$ cat config.mk
export PLATFORM = sky130hd
export DESIGN_NAME = rng_focus_ranger
export DESIGN_NICKNAME = d
export VERILOG_FILES = /design/src/rtl/rng_pkg.sv /design/src/rtl/rng_lap_term.sv /design/src/rtl/rng_row_accum.sv /design/src/rtl/rng_peak_pick.sv /design/src/rtl/rng_focus_ranger.sv
export SDC_FILE = /design/constraint.sdc
export NUM_CORES = 1
export LEC_CHECK = 0
export ABC_AREA = 0
export CAP_MARGIN = 25
export CORE_MARGIN = 2
export CORE_UTILIZATION = 45
export CTS_CLUSTER_SIZE = 28
export DETAILED_ROUTE_END_ITERATION = 12
export DONT_BUFFER_PORTS = 1
export HOLD_SLACK_MARGIN = 0.12
export PLACE_DENSITY_LB_ADDON = 0.25
export SLEW_MARGIN = 20
export SYNTH_ARGS = -nofsm -noshare
export SYNTH_HDL_FRONTEND = slang
export SYNTH_SLANG_ARGS = --single-unit
$ cat constraint.sdc
create_clock -name clk -period 3.1 [get_ports clk]
set_input_delay 0.31 -clock clk [delete_from_list [all_inputs] [get_ports clk]]
set_output_delay 0.31 -clock clk [all_outputs]
set_load 0.01 [all_outputs]
$ cat src/rtl/rng_pkg.sv
package rng_pkg;

  // width of one |second derivative| term
  function automatic int unsigned term_width(input int unsigned pix_w);
    return pix_w + 2;
  endfunction

  // width of a row score holding COLS-2 terms
  function automatic int unsigned score_width(input int unsigned pix_w,
                                              input int unsigned cols);
    return term_width(pix_w) + $clog2(cols - 2);
  endfunction

  // largest score a legal row can produce
  function automatic int unsigned max_score(input int unsigned pix_w,
                                            input int unsigned cols);
    return (cols - 2) * 2 * ((1 << pix_w) - 1);
  endfunction

endpackage

$ cat src/rtl/rng_lap_term.sv
module rng_lap_term #(
  parameter int unsigned PIX_W  = 8,
  parameter int unsigned TERM_W = PIX_W + 2
) (
  input  logic [PIX_W-1:0]  left_px,
  input  logic [PIX_W-1:0]  mid_px,
  input  logic [PIX_W-1:0]  right_px,
  output logic [TERM_W-1:0] mag
);
  localparam int unsigned DW = PIX_W + 3;

  logic signed [DW-1:0] diff;

  // 2*mid - left - right, then magnitude (both signs count)
  always_comb begin
    diff = $signed({2'b00, mid_px, 1'b0})
         - $signed({3'b000, left_px})
         - $signed({3'b000, right_px});
    if (diff[DW-1]) mag = TERM_W'(-diff);
    else            mag = TERM_W'(diff);
  end
endmodule

$ cat src/rtl/rng_row_accum.sv
module rng_row_accum #(
  parameter int unsigned PIX_W   = 8,
  parameter int unsigned COLS    = 16,
  parameter int unsigned TERM_W  = rng_pkg::term_width(PIX_W),
  parameter int unsigned SCORE_W = rng_pkg::score_width(PIX_W, COLS)
) (
  input  logic               clk,
  input  logic               rst_n,
  input  logic               take,
  input  logic               sof,
  input  logic               eor,
  input  logic [PIX_W-1:0]   pix,
  output logic               row_close,
  output logic [SCORE_W-1:0] row_score
);
  localparam int unsigned COL_W     = $clog2(COLS);
  localparam int unsigned MAX_SCORE = rng_pkg::max_score(PIX_W, COLS);

  logic [PIX_W-1:0]   prev1_q, prev1_d, prev2_q, prev2_d;
  logic [COL_W-1:0]   col_q, col_d, eff_col;
  logic [SCORE_W-1:0] acc_q, acc_d, acc_base;
  logic [TERM_W-1:0]  term_mag;
  logic               term_ok;

  rng_lap_term #(.PIX_W(PIX_W), .TERM_W(TERM_W)) u_term (
    .left_px (prev2_q),
    .mid_px  (prev1_q),
    .right_px(pix),
    .mag     (term_mag)
  );

  always_comb begin
    eff_col   = sof ? '0 : col_q;
    term_ok   = (eff_col >= COL_W'(2));
    acc_base  = (eff_col == '0) ? '0 : acc_q;
    row_score = acc_base + (term_ok ? SCORE_W'(term_mag) : '0);
    row_close = take & eor;
  end

  always_comb begin
    prev1_d = prev1_q;
    prev2_d = prev2_q;
    col_d   = col_q;
    acc_d   = acc_q;
    if (take) begin
      prev2_d = prev1_q;
      prev1_d = pix;
      if (eor) begin
        col_d = '0;
        acc_d = '0;
      end else begin
        col_d = (eff_col == COL_W'(COLS - 1)) ? eff_col : eff_col + COL_W'(1);
        acc_d = row_score;
      end
    end
  end

  always_ff @(posedge clk or negedge rst_n) begin
    if (!rst_n) begin
      prev1_q <= '0;
      prev2_q <= '0;
      col_q   <= '0;
      acc_q   <= '0;
    end else begin
      prev1_q <= prev1_d;
      prev2_q <= prev2_d;
      col_q   <= col_d;
      acc_q   <= acc_d;
    end
  end

  // a closed row never exceeds the bound for COLS-2 terms
  a_r2_no_overflow: assert property (@(posedge clk) disable iff (!rst_n)
    row_close |-> (32'(row_score) <= MAX_SCORE));

  // the row restarts from zero after an end-of-row pixel
  a_r2_row_restart: assert property (@(posedge clk) disable iff (!rst_n)
    row_close |=> (acc_q == '0) && (col_q == '0));
endmodule

$ cat src/rtl/rng_peak_pick.sv
module rng_peak_pick #(
  parameter int unsigned ROWS    = 18,
  parameter int unsigned SCORE_W = 14,
  parameter int unsigned IDX_W   = 5
) (
  input  logic               clk,
  input  logic               rst_n,
  input  logic               take,
  input  logic               sof,
  input  logic               row_close,
  input  logic [SCORE_W-1:0] row_score,
  output logic               frame_done,
  output logic [IDX_W-1:0]   win_idx,
  output logic [SCORE_W-1:0] win_score
);
  logic [IDX_W-1:0]   row_q, row_d, eff_row, idx_q, idx_d;
  logic [SCORE_W-1:0] best_q, best_d;
  logic               first, better, last;

  always_comb begin
    eff_row    = sof ? '0 : row_q;
    first      = (eff_row == '0);
    // strict compare: an equal later row never displaces an earlier one
    better     = first || (row_score > best_q);
    win_idx    = better ? eff_row : idx_q;
    win_score  = better ? row_score : best_q;
    last       = (eff_row == IDX_W'(ROWS - 1));
    frame_done = row_close && last;
  end

  always_comb begin
    row_d  = row_q;
    idx_d  = idx_q;
    best_d = best_q;
    if (take) begin
      if (row_close) row_d = last ? '0 : eff_row + IDX_W'(1);
      else           row_d = eff_row;
    end
    if (row_close) begin
      idx_d  = win_idx;
      best_d = win_score;
    end
  end

  always_ff @(posedge clk or negedge rst_n) begin
    if (!rst_n) begin
      row_q  <= '0;
      idx_q  <= '0;
      best_q <= '0;
    end else begin
      row_q  <= row_d;
      idx_q  <= idx_d;
      best_q <= best_d;
    end
  end

  // within a frame the running best never decreases
  a_r3_best_monotone: assert property (@(posedge clk) disable iff (!rst_n)
    (row_close && !sof && (row_q != '0)) |=> (best_q >= $past(best_q)));

  // the winning index is always a row that has already been seen
  a_r3_idx_range: assert property (@(posedge clk) disable iff (!rst_n)
    (idx_q < IDX_W'(ROWS)) && (row_q < IDX_W'(ROWS)));
endmodule

$ cat src/rtl/rng_focus_ranger.sv
module rng_focus_ranger #(
  parameter int unsigned ROWS      = 18,
  parameter int unsigned COLS      = 16,
  parameter int unsigned PIX_W     = 8,
  parameter int unsigned CODE_W    = 8,
  parameter int unsigned BASE_CODE = 3,
  parameter int unsigned CODE_STEP = 1
) (
  input  logic                      clk,
  input  logic                      rst_n,
  input  logic                      in_valid,
  output logic                      in_ready,
  input  logic                      in_sof,
  input  logic                      in_eor,
  input  logic [PIX_W-1:0]          in_pix,
  output logic                      res_done,
  output logic [$clog2(ROWS+1)-1:0] res_row,
  output logic [CODE_W-1:0]         res_code,
  output logic                      res_nofocus
);
  localparam int unsigned TERM_W  = rng_pkg::term_width(PIX_W);
  localparam int unsigned SCORE_W = rng_pkg::score_width(PIX_W, COLS);
  localparam int unsigned IDX_W   = $clog2(ROWS + 1);

  // reset: asserted asynchronously, released on the clock
  logic rst_meta_q, rst_sync_n;
  always_ff @(posedge clk or negedge rst_n) begin
    if (!rst_n) begin
      rst_meta_q <= 1'b0;
      rst_sync_n <= 1'b0;
    end else begin
      rst_meta_q <= 1'b1;
      rst_sync_n <= rst_meta_q;
    end
  end

  logic               rdy_q, take;
  logic               row_close, frame_done;
  logic [SCORE_W-1:0] row_score, win_score;
  logic [IDX_W-1:0]   win_idx;

  assign in_ready = rdy_q;
  assign take     = in_valid & rdy_q;

  rng_row_accum #(.PIX_W(PIX_W), .COLS(COLS), .TERM_W(TERM_W),
                  .SCORE_W(SCORE_W)) u_accum (
    .clk      (clk),
    .rst_n    (rst_sync_n),
    .take     (take),
    .sof      (in_sof),
    .eor      (in_eor),
    .pix      (in_pix),
    .row_close(row_close),
    .row_score(row_score)
  );

  rng_peak_pick #(.ROWS(ROWS), .SCORE_W(SCORE_W), .IDX_W(IDX_W)) u_peak (
    .clk       (clk),
    .rst_n     (rst_sync_n),
    .take      (take),
    .sof       (in_sof),
    .row_close (row_close),
    .row_score (row_score),
    .frame_done(frame_done),
    .win_idx   (win_idx),
    .win_score (win_score)
  );

  // row-to-distance table, one constant entry per row
  logic [CODE_W-1:0] code_tab [ROWS];
  for (genvar g = 0; g < ROWS; g++) begin : g_code
    assign code_tab[g] = CODE_W'(BASE_CODE + g * CODE_STEP);
  end

  logic [CODE_W-1:0] code_sel;
  always_comb begin
    code_sel = '0;
    for (int i = 0; i < ROWS; i++)
      if (win_idx == IDX_W'(i)) code_sel = code_tab[i];
  end

  logic              done_q, done_d, nof_q, nof_d, rdy_d;
  logic [IDX_W-1:0]  row_q, row_d;
  logic [CODE_W-1:0] code_q, code_d;

  always_comb begin
    rdy_d  = 1'b1;
    done_d = frame_done;
    row_d  = row_q;
    code_d = code_q;
    nof_d  = nof_q;
    if (frame_done) begin
      row_d  = win_idx + IDX_W'(1);
      code_d = code_sel;
      nof_d  = (win_score == '0);
    end
  end

  always_ff @(posedge clk or negedge rst_sync_n) begin
    if (!rst_sync_n) begin
      rdy_q  <= 1'b0;
      done_q <= 1'b0;
      row_q  <= '0;
      code_q <= '0;
      nof_q  <= 1'b0;
    end else begin
      rdy_q  <= rdy_d;
      done_q <= done_d;
      row_q  <= row_d;
      code_q <= code_d;
      nof_q  <= nof_d;
    end
  end

  assign res_done    = done_q;
  assign res_row     = row_q;
  assign res_code    = code_q;
  assign res_nofocus = nof_q;

  // done lasts one cycle
  a_r6_done_pulse: assert property (@(posedge clk) disable iff (!rst_sync_n)
    res_done |=> !res_done);

  // results only move together with a done pulse
  a_r6_hold: assert property (@(posedge clk) disable iff (!rst_sync_n)
    !res_done |-> ($stable(res_row) && $stable(res_code) && $stable(res_nofocus)));

  // reported code follows the reported row
  a_r4_code_map: assert property (@(posedge clk) disable iff (!rst_sync_n)
    res_done |-> (32'(res_code) == BASE_CODE + (32'(res_row) - 1) * CODE_STEP));

  // an all-zero frame reports the first row
  a_r5_nofocus_row1: assert property (@(posedge clk) disable iff (!rst_sync_n)
    res_nofocus |-> (res_row == IDX_W'(1)) && (res_code == CODE_W'(BASE_CODE)));

  // once up, ready stays up
  a_r7_ready_stays: assert property (@(posedge clk) disable iff (!rst_sync_n)
    in_ready |=> in_ready);
endmodule

Word level (Yosys, flattened, before mapping)

Index checks and enable logic that the tools add are counted.

Logic and storage cells: 80
Output and inout bits: 16
Flip-flop bits (word level): 76
Input bits: 13

Multiplexer cells: 30
Reductions and logical operators: 6
$add $sub $neg: 7
Eq/ne operators: 19
Bitwise operators: 2
Order comparisons: 2

Operators by type and width:

| cell                  | number |
|---|---|
| $mux W8               | 17 |
| $mux W14              | 3 |
| $eq A5 B4 Y1 const B  | 8 |
| $eq A5 B3 Y1 const B  | 4 |
| $mux W10              | 2 |
| $mux W5               | 4 |
| $eq A5 B5 Y1 const B  | 3 |
| $add A14 B14 Y14      | 1 |
| $gt A14 B14 Y1        | 1 |
| $logic_not A14 Y1     | 1 |
| $mux W4               | 3 |
| $sub A10 B9 Y11       | 1 |
| $add A5 B1 Y5 const B | 2 |
| $eq A5 B2 Y1 const B  | 2 |
| $logic_not A5 Y1      | 2 |
| $neg A10 Y10          | 1 |
| $sub A9 B8 Y10        | 1 |
| $eq A5 B1 Y1 const B  | 1 |
| $add A4 B1 Y4 const B | 1 |
| $eq A4 B4 Y1 const B  | 1 |
| $ge A4 B2 Y1 const B  | 1 |
| $logic_not A4 Y1      | 1 |
| $and A1 B1 Y1         | 2 |
| $mux W2               | 1 |
| other kinds (2)       | 2 |

Longest topological paths before layout

Gate-level depths: netlist of the first run.

Depth after elaboration: 28
Depth in mapped cells: 38
Depth with buffers taken out: 36

Modules after synthesis

A second synthesis of the first run with hierarchy kept.

Cell total of the unflattened synthesis: 603
Area total of the unflattened synthesis: 5811.8 um^2

Modules (own cells, without submodules):

| module           | instances | sequential area each (um^2) | cells each | area an instance (um^2) |
|---|---|---|---|---|
| rng_row_accum    | 1         | 850.8                       | 220        | 2204.6 |
| rng_peak_pick    | 1         | 600.6                       | 163        | 1757.9 |
| rng_lap_term     | 1         | 0.0                         | 138        | 985.9 |
| rng_focus_ranger | 1         | 375.4                       | 82         | 863.3 |

Worst setup path after synthesis of the first run

OpenSTA, ideal clock, no wires.

Kind: register -> register
From: reg u_accum.prev1_q[0]
To: reg code_q[0], in the netlist res_code[0]
Cell stages (with the launch flop): 37
Period minus slack after synthesis: 6913 ps
Setup time: 121 ps
Required time: 2979 ps
Slack: -3813 ps
Path buffers: 2
Arrival time: 6792 ps
Cell sequence: dfrtp_1 > fa_1 > a211oi_1 > nor2_1 > o21a_1 > nor2_1 > xnor2_1 > ha_1 > a21oi_1 > o211a_1 > nor2_1 > or4_1 > o211ai_2 > inv_1 > o21ai_0 > nor3b_1 > ha_1 > a211oi_1 > o21bai_1 > a31oi_1 > o21ai_0 > xor2_1 > nand2_1 > inv_1 > ha_1 > nand4_1 > nor3_1 > a211oi_1 > o21ai_1 > buf_2 > buf_2 > nand4_1 > o21ai_0 > ha_1 > inv_1 > a22o_1 > a22o_1

Cells in the longest elaborated chain, start to end: 28
Elaborated cells on any way between the ends: 45
Those cells by class: 4 x add/sub; 1 x order compare; 17 x eq/ne; 21 x mux; 2 x reduce/logical

RTL lines:

| item                   | RTL line                | RTL |
|---|---|---|
| from (decl)            | rng_row_accum.sv:19     | `logic [PIX_W-1:0] prev1_q, prev1_d, prev2_q, prev2_d;` |
| from (signal assigned) | rng_row_accum.sv:65     | `prev1_q <= prev1_d;` |
| $sub A9 B8 Y10 (*)     | rng_lap_term.sv:17      | `- $signed({3'b000, left_px})` |
| $sub A10 B9 Y11 (*)    | rng_lap_term.sv:18      | `- $signed({3'b000, right_px});` |
| $neg A10 Y10           | rng_lap_term.sv:19      | `if (diff[DW-1]) mag = TERM_W'(-diff);` |
| $mux W10 (*)           | rng_lap_term.sv:19      |  |
| $mux W10 (*)           | rng_row_accum.sv:36     | `row_score = acc_base + (term_ok ? SCORE_W'(term_mag) : '0);` |
| $add A14 B14 Y14 (*)   | rng_row_accum.sv:36     |  |
| $gt A14 B14 Y1 (*)     | rng_peak_pick.sv:24     | `better = first \|\| (row_score > best_q);` |
| $logic_or A1 B1 Y1 (*) | rng_peak_pick.sv:24     |  |
| $mux W5 (*)            | rng_peak_pick.sv:25     | `win_idx = better ? eff_row : idx_q;` |
| $logic_not A5 Y1       | rng_focus_ranger.sv:79  | `if (win_idx == IDX_W'(i)) code_sel = code_tab[i];` |
| $mux W2                | rng_focus_ranger.sv:79  |  |
| $mux W8 (16 in series) | rng_focus_ranger.sv:79  |  |
| $mux W8 (*)            | rng_focus_ranger.sv:79  |  |
| to (signal assigned)   | rng_focus_ranger.sv:110 | `code_q <= code_d;` |
| to (decl)              | rng_focus_ranger.sv:84  | `logic [CODE_W-1:0] code_q, code_d;` |

Every way passes the cells marked *; elsewhere a longest branch is shown, timed or not.
A chain may end at the register's enable or synchronous reset.

Worst setup path in the final report of the first run

From: reg u_accum.prev1_q[0]
To: reg code_q[2], in the netlist res_code[2]

Cells in the longest elaborated chain, start to end: 27
Elaborated cells on any way between the ends: 43
Those cells by class: 4 x add/sub; 1 x order compare; 17 x eq/ne; 20 x mux; 1 x reduce/logical

RTL lines:

| item                   | RTL line |
|---|---|
| $sub A9 B8 Y10 (*)     | rng_lap_term.sv:17 |
| $sub A10 B9 Y11 (*)    | rng_lap_term.sv:18 |
| $neg A10 Y10           | rng_lap_term.sv:19 |
| $mux W10 (*)           | rng_lap_term.sv:19 |
| $mux W10 (*)           | rng_row_accum.sv:36 |
| $add A14 B14 Y14 (*)   | rng_row_accum.sv:36 |
| $gt A14 B14 Y1 (*)     | rng_peak_pick.sv:24 |
| $logic_or A1 B1 Y1 (*) | rng_peak_pick.sv:24 |
| $mux W5 (*)            | rng_peak_pick.sv:25 |
| $eq A5 B1 Y1           | rng_focus_ranger.sv:79 |
| $mux W8 (16 in series) | rng_focus_ranger.sv:79 |
| $mux W8 (*)            | rng_focus_ranger.sv:79 |

Marks and branches as above.

==> flow_results.org, run 1 <==
** Yosys
- sky130_fd_sc_hd__dfrtp_1 takes more of the synthesized area than any other cell.
- Sequential-to-total area share from yosys stat :: 33.4%
- Mean Syn Cell Area :: 8.44 um2
- For this run, the leading register cell type out of synthesis is sky130_fd_sc_hd__dfrtp_1.
- By instance count, the leading cell after synthesis is sky130_fd_sc_hd__dfrtp_1.
- Number of flops mapped to enable cells by yosys :: 0
- In the synthesized netlist the async set-or-reset flop fraction comes to 100%.
- Gate count after technology mapping :: 647
- Total of flip-flops plus latches after synthesis :: 73
- The number of different library cells used by synthesis comes to 66.
- Top cells by area in the synthesized netlist :: sky130_fd_sc_hd__dfrtp_1, sky130_fd_sc_hd__ha_1, sky130_fd_sc_hd__o21ai_0, sky130_fd_sc_hd__nand2_1, sky130_fd_sc_hd__nor2_1
- Fraction of synthesized cell area taken by the top area cell type :: 33.4%
- Counting instances in the post-synthesis netlist gives the leading cell types as sky130_fd_sc_hd__dfrtp_1, sky130_fd_sc_hd__nand2_1, sky130_fd_sc_hd__o21ai_0.
- Synthesized cell area :: 0.00546 mm2
- During synthesis, Yosys emitted a total of 0 warnings.

** CTS
- The H-tree generated during clock tree synthesis spans 3 levels.
- CTS tree :: yes
- Root Buffer :: sky130_fd_sc_hd__clkbuf_16
- Clock transition at the register clock pins on the worst setup and hold paths after CTS :: 60 ps
- Clk buf depth :: 2
- Number of buffers added by the clock tree synthesis step :: 9
- The later pin in the worst-skew pair is clocked with a latency of 350 ps.
- The clock drives 73 sinks.

** Floorplanning
- The floorplan has 40 rows.
- The die covers 0.0130 mm2.
- Core box area :: 0.0119 mm2
- 29 I/O pins were placed.
- Initial standard-cell utilization of the core :: 45.9%
- The die is 114 um tall.
- Die outline width :: 114 um

** Worst setup path
- Required time at the worst-slack endpoint :: 3380 ps
- Slowest cell delay on critical path :: 430 ps
- Kind of launch point of the worst setup path :: flip-flop
- WP buf/inv :: 5
- Highest fanout seen on the critical path :: 9
- Critical path class :: reg2reg
- The kind of cell with the highest combined delay along the critical path is compound AO/OA/AOI/OAI gates.
- Data arrives at the worst endpoint at 7090 ps.
- Element type at the critical path end :: flip-flop
- On the critical path, the stage with the largest delay is an instance of sky130_fd_sc_hd__or4_4.

** STA
- Hold violation count in the final report :: 0
- Remaining max-slew budget at the tightest pin :: 46.5%
- The number of slew-limit violations in the final report was 0.
- Hold is met by 138 ps.
- Worst Clk Skew :: 11.2 ps
- Static timing analysis puts the maximum clock frequency at 147 MHz.
- Final worst slack :: -3710 ps
- For the pin with the worst max-slew slack, the measured transition is 803 ps.
- Setup repair after global routing could not meet its margin everywhere.
- Final min period :: 6810 ps
- Of the available clock period, the critical path in the final layout requires 220%.
- Setup violations remaining at the end of the flow were counted as 43.

** Detailed routing
- After detailed routing, the total wire length is 15000 um.
- Summing over every cut layer, the via total after detailed routing is 5173.
- The detail route stage leaves a number of antenna-violating nets equal to 0.
- Per-cell via count in the routed design :: 5.53
- Number of remaining DRC errors :: 0
- The first detailed-routing pass ran for 4 iterations.
- In the final routed layout, each cell accounts on average for 16.1 um.
- Initial detailed-routing violation count :: 284

** GRT
- Global routing's busiest layer :: met2
- In the global route stage, met1 resource usage came out at 25.0%.
- Global-route wire length before repair :: 24600 um
- Number of global-route vias before repair :: 5360
- Global routing used 23.7% of the available tracks.
- Met2 Track Usage GR :: 45.7%
- Global routing used 4.66% of the available met3 tracks.
- The number of antenna violations at the first check in global routing is 0.
- Summed over all layers, the global routing overflow is 0.
- Entering global routing, the biggest net connects 38 pins.

** Final layout
- Post-route cell area :: 0.00765 mm2
- Layout filler cell count :: 948
- In the final layout, the multi-input gates occupy 0.00389 mm2.
- Ratio of cells with drive above 1 in the final layout :: 34.0%
- The sequential cells in the finished layout cover a total of 0.00183 mm2.
- Diodes inserted :: 0
- Net count, final :: 847
- Compared with the post-synthesis result, the final layout area differs by 40.1%.
- Final design utilization :: 64.3%

** Run
- Across the run, the number of max-cap violations was 0.

** Placement
- Number of port buffers :: 0
- Detailed placement finished with a half-perimeter wire length of 10200 um.
- Final GP Congestion :: 0.862
- Prior to clock tree synthesis, the placed netlist has a worst setup slack of -3560 ps.
- After detailed placement, the total cell area comes to 0.00661 mm2.

** Power and ir drop
- Total power divided by cell area :: 847 mW/mm2
- For this design the static power due to leakage is 3.65 nW.
- Peak supply drop :: 0.000477 V

** Hold path
- The worst hold path belongs to the class in2reg.

** Run status
- The flow ran to the end, but the final reports show violations.
- Failing checks :: setup timing
-- metal layers --
| layer | wire [um] | vias up |
|---|---|---|
| li1 | - | 2519 |
| met1 | 5920 | 2494 |
| met2 | 8110 | 117 |
| met3 | 466 | 43 |
| met4 | 543 | 0 |
| met5 | 0 | - |
-- placed cells by master (no fill, tap or decap), types with 11 or more instances in the layout --
cell	synthesis	final
sky130_fd_sc_hd__buf_6	1	12
sky130_fd_sc_hd__ha_1	48	40
sky130_fd_sc_hd__a21oi_1	32	19
sky130_fd_sc_hd__inv_1	52	47
sky130_fd_sc_hd__dfrtp_1	73	72
sky130_fd_sc_hd__buf_4	4	130
sky130_fd_sc_hd__and2_1	18	14
sky130_fd_sc_hd__o21ai_1	2	16
sky130_fd_sc_hd__nand2_1	69	68
sky130_fd_sc_hd__a22o_1	13	13
sky130_fd_sc_hd__a21oi_2	0	11
sky130_fd_sc_hd__xnor2_1	20	15
sky130_fd_sc_hd__o21ai_0	66	43
sky130_fd_sc_hd__nor2_1	53	46
sky130_fd_sc_hd__nor3_1	17	13
sky130_fd_sc_hd__xor2_1	22	20
-- kinds of logic after synthesis --
kind of cell / Yosys count / synth area share, %
buf+inv: 83 / 6.21
compound gates: 172 / 20.1
xor+xnor: 42 / 6.73
fa+ha+maj: 51 / 12.1
other cells: 2 / 0.137
mux: 13 / 2.57
flops: 73 / 33.4
simple gates: 211 / 18.7
-- final cells by class --
class,count,area share [%]
multi-input combinational,495,50.8
sequential,73,23.9
timing repair buffer,151,16.2
clock buffer,12,3.48
inverter,53,2.60
tap,147,2.40
clock inverter,4,0.654
-- what timing repair did --
action / in CTS / in global routing
setup endpoints to repair: 43 / 43
pin swaps: 40 / 25
gates resized for setup: 40 / 60
setup buffers: 21 / 15
hold endpoints to repair: 7 / 0
hold buffers: 5 / 0
gates cloned: 1 / 0
-- sequential cells by signal, summed over array words and instances (netlist names) --
signal           flops
u_accum.acc_q       14
u_peak.best_q       14
u_accum.prev1_q      8
u_accum.prev2_q      8
res_code             5
res_row              5
u_peak.idx_q         5
u_peak.row_q         5
u_accum.col_q        4
in_ready             1
res_done             1
res_nofocus          1
rst_meta_q           1
rst_sync_n           1
-- final timing paths --
kind,from,end,slack [ps],depth (start not counted)
max in group asynchronous,rst_sync_n,u_accum.prev2_q[4],2070,1
max,u_accum.prev1_q[0],res_code[2],-3710,36
min in group asynchronous,rst_n,rst_meta_q,190,1
min,in_eor,u_peak.row_q[0],140,1
min reg2reg,rst_sync_n,u_peak.idx_q[4],350,0
max reg2reg,u_accum.prev1_q[0],res_code[2],-3710,36
-- stage by stage --
| step | instances | setup TNS, ps | total power (W) |
|---|---|---|---|
| 3_3_place_gp | 880 | -112970 | 0.00435 |
| 5_1_grt | 935 | -140650 | 0.00692 |
| 2_1_floorplan | 650 | -98230 | 0.00331 |
| 3_5_place_dp | 880 | -120900 | 0.00443 |
| 4_1_cts | 923 | -119160 | 0.00600 |
| 6_report | 935 | -125730 | 0.00648 |
-- power by group --
group / leakage, nW / switching (W) / internal, W / total [W]
Clock: 0.151 / 0.000423 / 0.000688 / 0.00111
Sequential: 0.971 / 0.000178 / 0.00110 / 0.00128
Combinational: 2.53 / 0.00190 / 0.00219 / 0.00409
Power figures use the tool's default switching activity.
==> run 2, diff against run 1 <==
--- a/config.mk
+++ b/config.mk
@@ -17,4 +17,5 @@
 export SLEW_MARGIN = 20
 export SYNTH_ARGS = -nofsm -noshare
 export SYNTH_HDL_FRONTEND = slang
+export SYNTH_HIERARCHICAL = 1
 export SYNTH_SLANG_ARGS = --single-unit
==> run 2 against run 1 <==
The flow still finishes with violations (setup timing); area after synthesis increased by 6.4%; design area increased by 9.5%; via count increased by 1.3%; non-clock buffer count increased by 38; worst hold slack improved by 11 ps; worst setup slack got worse by 700 ps; sequential share of layout area decreased by 2.0 points.
==> flow_results.org, run 2 <==
** STA
- The post-layout minimum cycle time was 7510 ps (+697 ps).
- Setup repair after global routing could not meet its margin everywhere.
- Final Max Tran Viols :: 0 (unchanged)
- Remaining max-slew budget at the tightest pin :: 56.3% (+9.8 points)
- The post-route worst setup slack was -4410 ps (-697 ps).
- The number of failing hold endpoints at the final stage was 0 (unchanged).
- The transition time of the tightest slew-check pin came to 655 ps (-148 ps).
- The maximum clock skew at final layout came to 6.37 ps (-4.80 ps).
- Maximum clock frequency :: 133 MHz (-9.3%)
- Final worst path period share :: 242% (+22 points)
- The final count of negative-setup-slack endpoints is 43 (unchanged).

** Power and ir drop
- Relative contribution of combinational cells to total power :: 75.1% (+12 points)
- The design internal power came to 0.00563 W (+42%).
- Total power divided by cell area :: 1110 mW/mm2 (+31%)
- Fraction of power spent switching nets :: 39.6% (+0.98 points)
- The proportion of power drawn by flip-flops and latches was 13.4% (-6.3 points).
- Part of the total power dissipated in the clock network :: 11.5% (-5.6 points)
- The worst supply voltage drop on vdd is 0.000553 V (+16%).
- The standby leakage power is 3.94 nW (+8.0%).
- The total power came to 0.00932 W (+44%).
- Total net switching power :: 0.00369 W (+47%)

** Detailed routing
- The per-cell via count in the routed design was 5.45 (-1.6%).
- The per-cell routed wire length was 16.4 um (+2.1%).
- The count of routing violations after the opening detailed-route iteration came to 300 (+5.6%).
- Number of remaining DRC errors :: 0 (unchanged)
- The iteration count of the initial detailed-routing pass was 5 (+1).
- Total Wirelength :: 15800 um (+5.1%)
- The routed via count is 5239 (+1.3%).
- Post-route antenna net violation count :: 0 (unchanged)

** Final layout
- Ratio of cells with drive above 1 in the final layout :: 43.7% (+9.7 points)
- Number of cells in the finished layout apart from fillers :: 962 (+2.9%)
- Post-route cell area :: 0.00838 mm2 (+9.5%)
- In the layout the commonest cells are sky130_fd_sc_hd__buf_4, sky130_fd_sc_hd__dfrtp_1, sky130_fd_sc_hd__inv_1.
- The area growth from synthesis to layout is 44.2%.
- Net count, final :: 852 (+0.59%)
- Regs by FF count :: u_accum/acc_q: 14 flops, u_peak/best_q: 14 flops
- Layout filler cell count :: 954 (+0.63%)
- Most common library cell in the layout ignoring fill and taps :: sky130_fd_sc_hd__buf_4
- The total inserted antenna cells is 0 (unchanged).

** Placement
- Number of port buffers :: 0 (unchanged)
- Dpl hpwl :: 10200 um (+0.75%)
- The instance area after placement is 0.00712 mm2 (+7.7%).
- The final weighted congestion of routability-driven global placement was 0.850 (-1.4%).
- The number of placed instances with taps included was 895 (+1.7%).

** Yosys
- The number of distinct library cell variants in the gate-level netlist after synthesis was 85 (+29%).
- The fraction of the yosys area taken by sequential cells was 31.4% (-2.0 points).
- The commonest cells after synthesis are sky130_fd_sc_hd__dfrtp_1, sky130_fd_sc_hd__inv_1, sky130_fd_sc_hd__ha_1.
- Synthesis warning total :: 6 (+6)
- The area share of the largest cell type after synthesis was 31.4% (-2.0 points).
- By area the synthesized netlist is led by sky130_fd_sc_hd__dfrtp_1, sky130_fd_sc_hd__ha_1, sky130_fd_sc_hd__mux2_2, sky130_fd_sc_hd__inv_1, sky130_fd_sc_hd__a21oi_1.
- Dominant register cell in the synthesized netlist :: sky130_fd_sc_hd__dfrtp_1
- The post-synthesis average cell area is 9.64 um2 (+14%).
- Synthesized cell area :: 0.00581 mm2 (+6.4%)
- Dominant cell by count in the synthesized netlist :: sky130_fd_sc_hd__dfrtp_1
- The number of instances in the synthesized netlist came to 603 (-6.8%).
- The proportion of register bits with asynchronous set or reset after synthesis is 100% (unchanged).
- The synthesis-stage register bit count is 73 (unchanged).
- Number of flops mapped to enable cells by yosys :: 0 (unchanged)
- Synth area leader :: sky130_fd_sc_hd__dfrtp_1

** CTS
- CTS tree :: yes
- Clk buf depth :: 2 (unchanged)
- The later-pin clock latency in the skew report was 350 ps (about the same).
- Clock transition at the register clock pins on the worst setup and hold paths after CTS :: 60 ps (about the same)
- The CTS H-tree depth was 3 (unchanged).
- Number of buffers added by the clock tree synthesis step :: 9 (unchanged)
- Root Buffer :: sky130_fd_sc_hd__clkbuf_16
- The clock sink total was 73 (unchanged).

** GRT
- The wire length of the first global-routing pass came to 25200 um (+2.8%).
- The overflow left after global routing came to 0 (unchanged).
- In this run the most used layer during global routing was met2.
- Met2 Track Usage GR :: 37.3% (-8.4 points)
- The largest net degree at the start of global routing came to 72 (+89%).
- The number of antenna violations at the first check in global routing was 0 (unchanged).
- The met1 track demand over resource came to 28.0% (+2.9 points).
- Total GRT Usage :: 22.2% (-1.6 points)
- Global Route met3 Usage :: 3.34% (-1.3 points)
- The number of global-route vias before repair came to 5385 (+0.47%).

** Floorplanning
- Initial standard-cell utilization of the core :: 46.1% (+0.19 points)
- Std-Cell Rows :: 41 (+2.5%)
- Die ar. :: 0.0138 mm2 (+6.2%)
- Die outline width :: 118 um (+3.0%)
- Top-level port count :: 29 (unchanged)
- Vertical die dimension :: 118 um (+3.0%)
- Core box area :: 0.0126 mm2 (+5.9%)

** Worst setup path
- Kind of launch point of the worst setup path :: flip-flop
- The critical path is of the reg2reg type.
- Element type at the critical path end :: flip-flop
- The data required time of the critical path came to 3360 ps (-20 ps).
- The endpoint arrival time on the critical path came to 7770 ps (+680 ps).
- Critical path's slowest cell :: sky130_fd_sc_hd__or4_4
- Most Frequent Cell on Critical Path :: sky130_fd_sc_hd__ha_4
- The maximum fanout along the worst path was 5 (-4).
- The maximum single-stage delay on the critical path was 480 ps (+50 ps).

** Run status
- The checks that failed: setup timing.
- Outcome :: complete, but fails checks

** Hold path
- Hold WC Path Type :: in2reg

** Run
- The number of max-cap violations was 0 (unchanged).
run 2: cell types whose count changed after synthesis, sizes merged, moves of 10 or more:
cell   change
mux2      +45
nand2     -36
a22o      -11
nor2b     +13
o21ai     -43
xor2      -13
nor2      -24
nor3      -10
run 2: path summary, 6_finish.rpt:
kind,to,from,slack (ps),cells past startpoint
min,u_accum/col_q[3],in_eor,150,2
max,res_code[3],u_accum/prev2_q[0],-4410,32
min in group asynchronous,rst_sync_n,rst_n,190,1
max reg2reg,res_code[3],u_accum/prev2_q[0],-4410,32
min reg2reg,in_ready,rst_sync_n,200,0
max in group asynchronous,u_accum/prev1_q[7],rst_sync_n,2330,1
run 2: power by group through the flow:
stage                     Clock, W  Combinational, W  Sequential (W)
after floorplan                  0           0.00351         0.00123
after global placement           0           0.00514         0.00126
after detailed placement         0           0.00526         0.00127
after CTS                  0.00108           0.00643         0.00126
after global routing       0.00112           0.00748         0.00127
final                      0.00107           0.00700         0.00125
run 2: critical path, delay by kind of cell (launching register included):
family	cells	cell delay, ps
flops	1	360
mux	1	340
buf+inv	1	60
fa+ha+maj	6	1450
simple gates	8	1980
xor+xnor	1	100
compound gates	15	3100
run 2: cell type report:
| class | instances | area, um2 | area share, % |
|---|---|---|---|
| Multi-Input combinational cell | 456 | 4160 | 49.6 |
| Clock inverter | 5 | 56.3 | 0.672 |
| Clock buffer | 11 | 243 | 2.90 |
| Sequential cell | 73 | 1830 | 21.8 |
| Inverter | 56 | 218 | 2.60 |
| Timing Repair Buffer | 189 | 1660 | 19.8 |
| Tap cell | 172 | 215 | 2.57 |
run 2: logic make-up (layout without fill, tap and decap cells):
group	Yosys count	after routing	synth area share [%]
adders and majority gates	54	54	12.0
and+or+nand+nor	161	161	15.2
other	2	5	0.129
xor gates and xnor gates	29	29	4.37
muxes	55	55	11.3
AOI/OAI and AO/OA	152	152	19.5
DFF	73	73	31.4
buffers and inverters	77	261	6.09
run 2: stage by stage:
stage | utilization (%) | TNS, ps | hold slack (ps) | worst slack, ps
2_1_floorplan | - | -116720 | 14.4 | -4150
4_1_cts | 63.9 | -128040 | 133 | -4260
5_1_grt | 66.4 | -144800 | 149 | -4670
6_report | 66.4 | -134960 | 149 | -4410
3_3_place_gp | 56.4 | -126120 | 14.5 | -4280
3_5_place_dp | 56.4 | -130110 | 14.4 | -4420
run 2: repair_timing:
item,CTS,global route
pin swaps,30,17
gates resized for setup,77,43
buffers inserted,30,12
gates cloned,1,1
endpoints found under the setup margin,43,43
hold buffers,11,0
hold endpoints to repair,13,0
run 2: routing by layer:
metal	vias up	wire (um)
met2	120	7840
met4	0	602
met3	48	552
li1	2514	-
met1	2557	6810
met5	-	0
